===== src/rtl/irq_cascade.sv =====
module irq_cascade #(
  parameter int NUM_GROUPS = 3,
  parameter int GRP_W      = 8,
  parameter int LEVEL_IDX  = 0,
  parameter int GSEL_W     = 2
) (
  input  logic                           clk,
  input  logic                           rst_n,
  input  logic [NUM_GROUPS*GRP_W-1:0]    req_i,
  input  logic                           rd_en_i,
  input  logic                           wr_en_i,
  input  logic [GSEL_W:0]                addr_i,
  input  logic [GRP_W-1:0]               wdata_i,
  output logic [GRP_W-1:0]               rdata_o,
  output logic                           irq_o
);
  localparam int N = NUM_GROUPS * GRP_W;
  localparam logic [N-1:0] EDGE_BITS = ~({{(N-1){1'b0}}, 1'b1} << LEVEL_IDX);

  logic [N-1:0] s1, s2, s3, st_q, mask_q, clr, rise, view;
  logic [GRP_W-1:0] rd_val;
  logic [GSEL_W-1:0] gsel;
  logic is_mask;

  assign gsel    = addr_i[GSEL_W-1:0];
  assign is_mask = addr_i[GSEL_W];
  assign rise    = s2 & ~s3 & EDGE_BITS;
  assign view    = (st_q & EDGE_BITS) | (s2 & ~EDGE_BITS);

  always_comb begin
    clr    = '0;
    rd_val = '0;
    for (int g = 0; g < NUM_GROUPS; g++) begin
      if (gsel == GSEL_W'(g)) begin
        rd_val = is_mask ? mask_q[g*GRP_W +: GRP_W] : view[g*GRP_W +: GRP_W];
        if (rd_en_i && !is_mask) clr[g*GRP_W +: GRP_W] = '1;
      end
    end
  end

  always_ff @(posedge clk or negedge rst_n) begin
    if (!rst_n) begin
      s1      <= '0;
      s2      <= '0;
      s3      <= '0;
      st_q    <= '0;
      mask_q  <= '0;
      rdata_o <= '0;
      irq_o   <= 1'b0;
    end else begin
      s1    <= req_i;
      s2    <= s1;
      s3    <= s2;
      st_q  <= ((st_q & ~clr) | rise) & EDGE_BITS;
      irq_o <= |(view & mask_q);
      if (rd_en_i) rdata_o <= rd_val;
      for (int g = 0; g < NUM_GROUPS; g++)
        if (wr_en_i && is_mask && gsel == GSEL_W'(g))
          mask_q[g*GRP_W +: GRP_W] <= wdata_i;
    end
  end
endmodule


===== config.mk =====
export PLATFORM = sky130hd
export DESIGN_NAME = irq_cascade
export DESIGN_NICKNAME = d
export VERILOG_FILES = /design/src/rtl/irq_cascade.sv
export SDC_FILE = /design/constraint.sdc
export NUM_CORES = 1
export LEC_CHECK = 0
export BUFFER_PORTS_ARGS = -buffer_cell sky130_fd_sc_hd__buf_4
export CELL_PAD_IN_SITES_DETAIL_PLACEMENT = 0
export CELL_PAD_IN_SITES_GLOBAL_PLACEMENT = 1
export CORE_ASPECT_RATIO = 1.2
export CORE_UTILIZATION = 25
export DETAILED_ROUTE_END_ITERATION = 8
export PLACE_DENSITY_LB_ADDON = 0.1
export RECOVER_POWER = 25
export SKIP_CTS_REPAIR_TIMING = 1
export SLEW_MARGIN = 20
export SYNTH_ARGS = -nofsm -noshare
export SYNTH_HDL_FRONTEND = slang
export SYNTH_SLANG_ARGS = --single-unit

===== constraint.sdc =====
create_clock -name clk -period 1.4 [get_ports clk]
set_clock_uncertainty 0.2 [all_clocks]
set_input_delay 0.14 -clock clk [delete_from_list [all_inputs] [get_ports clk]]
set_output_delay 0.14 -clock clk [all_outputs]
set_load 0.02 [all_outputs]

==> results_dict.tcl <==
set metrics [dict create \
    status "finished, violations left" \
    violations "negative setup slack" \
    syn_area_um2 4380 \
    grt_pass1_vias 2730 \
    cts_buffers 17 \
    hold_path_class "in -> reg" \
    worstSetupPathType "reg -> reg" \
    worstSkewPairLatency_ns 0.40 \
    grt_use_total_pct 12.55 \
    start_kind "flop" \
    ant_nets 0 \
    drive_gt1_share_pct 43.22 \
    grt_max_degree 55 \
    dp_hpwl_um 6999 \
    path_max_fanout 3 \
    startpoint "st_q[5]$_DFF_PN0_" \
    wl_per_cell_um 15.79 \
    power.leakage_uw 0.002940 \
    core_area_um2 16980 \
    holdWs_ns 0.05457 \
    final_common_cell "dfrtp_1" \
    fin_ws_ns -0.08812 \
    syn_nets 309 \
    stdcell_area_um2 6472 \
    n_fill_cell 1600 \
    chipHeight_um 147.0 \
    n_antenna_cell 0 \
    grt_pass1_wl_um 16190 \
    synth.distinct_cells 22 \
    ctsRootBufferMaster "clkbuf_16" \
    hold_viol 0 \
    irDropWorstVdd_v 0.0008006 \
    dpl_cell_area_um2 5358 \
    max_freq_ghz 0.6720 \
    path_clk_slew_ns 0.05 \
    postLayoutCoreUtil_pct 38.12 \
    antenna_found_initial 0 \
    clockBufferDepth 2 \
    min_from "wr_en_i" \
    rsz0062_at_grt "yes" \
    tightest_slew_ns 0.5554 \
    post-route-period-util_pct 106.3 \
    vias_per_cell 4.104 \
    power.density_nw_per_um2 1563 \
    max_cap_viol_count 0 \
    die-area_um2 18060 \
    worstSetupEndpointType "flop" \
    wl_um 10280 \
    die_x_um 122.8 \
    timing.rr.start "st_q[5]$_DFF_PN0_" \
    syn_to_final_growth_pct 47.76 \
    maxSlewViolCount 0 \
    final_nets 461 \
    drc 0 \
    final_cell_mix "dfrtp_1 (124), buf_4 (78), dlygate4sd3_1 (35), mux2_2 (32)" \
    fin_crit_ns 1.488 \
    overflow 0 \
    ys_warn_count 0 \
    synth_seq_area_share_pct 72.55 \
    syn-mean-instance-area_um2 16.22 \
    crit_required_ns 1.48 \
    ioPinCount 48 \
    htree_levels 4 \
    drtPass1Iterations 4 \
    drtIter0Drc 76 \
    place_congestion 0.7381 \
    synth_cells 270 \
    start_util_pct 25.80 \
    io_buffers 47 \
    worstPathArrival_ns 1.57 \
    cts_tree "yes" \
    num_rows 52 \
    finalSetupViolCount 9 \
    relSlewSlack_pct 62.97 \
    via_count 2672 \
    cts_sinks 127 \
    ys_ff_latch 127 \
    dp_slack_ns -0.1632 \
]
==> through the flow <==
stage               TNS (ns)  total power, uW  cells
floorplan                  0             4769    270
global placement      -2.706             5416    573
detailed placement    -2.928             5424    573
CTS                  -0.9172            10130    605
global route          -1.719            10590    651
finish               -0.6307            10110    651
==> area by class of cell <==
type	count	area, um2	share of cell area [%]
multi-input combinational	112	1114	17.20
tap	216	270.3	4.176
timing repair buffer	140	1185	18.31
sequential	127	3182	49.16
inverter	24	90.09	1.392
clock buffer	28	536.8	8.293
clock inverter	4	95.09	1.469
==> report_power, final <==
part           leakage, uW  switching [uW]  total (uW)  internal (uW)
clock network     0.000311            1480        4610           3130
logic              0.00119             483        1220            737
registers          0.00144             249        4280           4030
==> cell families after synthesis <==
group                  after synthesis  synth area share (%)
buffers and inverters               31                 3.085
and+or+nand+nor                     21                 2.999
AOI/OAI and AO/OA                   51                 8.940
muxes                               40                 12.43
DFF                                127                 72.55
==> synthesized netlist by cell type (all sizes together) <==
| cell | instances | share of area [%] |
|---|---|---|
| dfrtp | 127 | 73 |
| mux2 | 32 | 8.2 |
| a22o | 23 | 4.6 |
| inv | 23 | 2.0 |
| a22oi | 20 | 3.4 |
| nor2 | 9 | 0.77 |
| a21oi | 8 | 0.91 |
| mux4 | 8 | 4.2 |
| buf | 5 | 0.86 |
| nand4 | 4 | 0.91 |
| clkbuf | 2 | 0.17 |
| nand2 | 2 | 0.17 |
| nand3 | 2 | 0.51 |
| and2b | 1 | 0.17 |
| and3 | 1 | 0.17 |
| clkinv | 1 | 0.086 |
| nor2b | 1 | 0.14 |
| or3 | 1 | 0.14 |
==> worst max-delay path, stage by stage, from the launching register on <==
cell and delay, ns:
dfrtp_2 0.44, a22oi_2 0.22, nand4_1 0.11, or3_1 0.39
==> state kept, by name, summed over array words and instances, names as in the netlist <==
name and flops:
mask_q 24, s1 24, s2 24, s3 23, st_q 23, rdata_o 8, irq_o 1
==> metal layers <==
| metal | share of wire (%) | vias to the layer above | track usage, % |
|---|---|---|---|
| met1 | 47 | 1349 | 16.90 |
| met5 | 0 | - | 0 |
| li1 | - | 1270 | - |
| met4 | 1.3 | 0 | 5.122 |
| met3 | 3.2 | 7 | 3.688 |
| met2 | 48 | 46 | 18.76 |
==> path summary, 6_finish.rpt <==
path / endpoint / slack, ns / depth (start not counted)
min in group asynchronous: s1[11]$_DFF_PN0_ / 0.12 / 3
max in group asynchronous: mask_q[10]$_DFFE_PN0P_ / 0.04 / 3
setup reg to reg: irq_o$_DFF_PN0_ / -0.09 / 3
hold / removal: mask_q[22]$_DFFE_PN0P_ / 0.05 / 3
hold reg to reg: s2[4]$_DFF_PN0_ / 0.14 / 0
setup / recovery: irq_o$_DFF_PN0_ / -0.09 / 3
No activity file was read; power rests on OpenSTA's default activity.
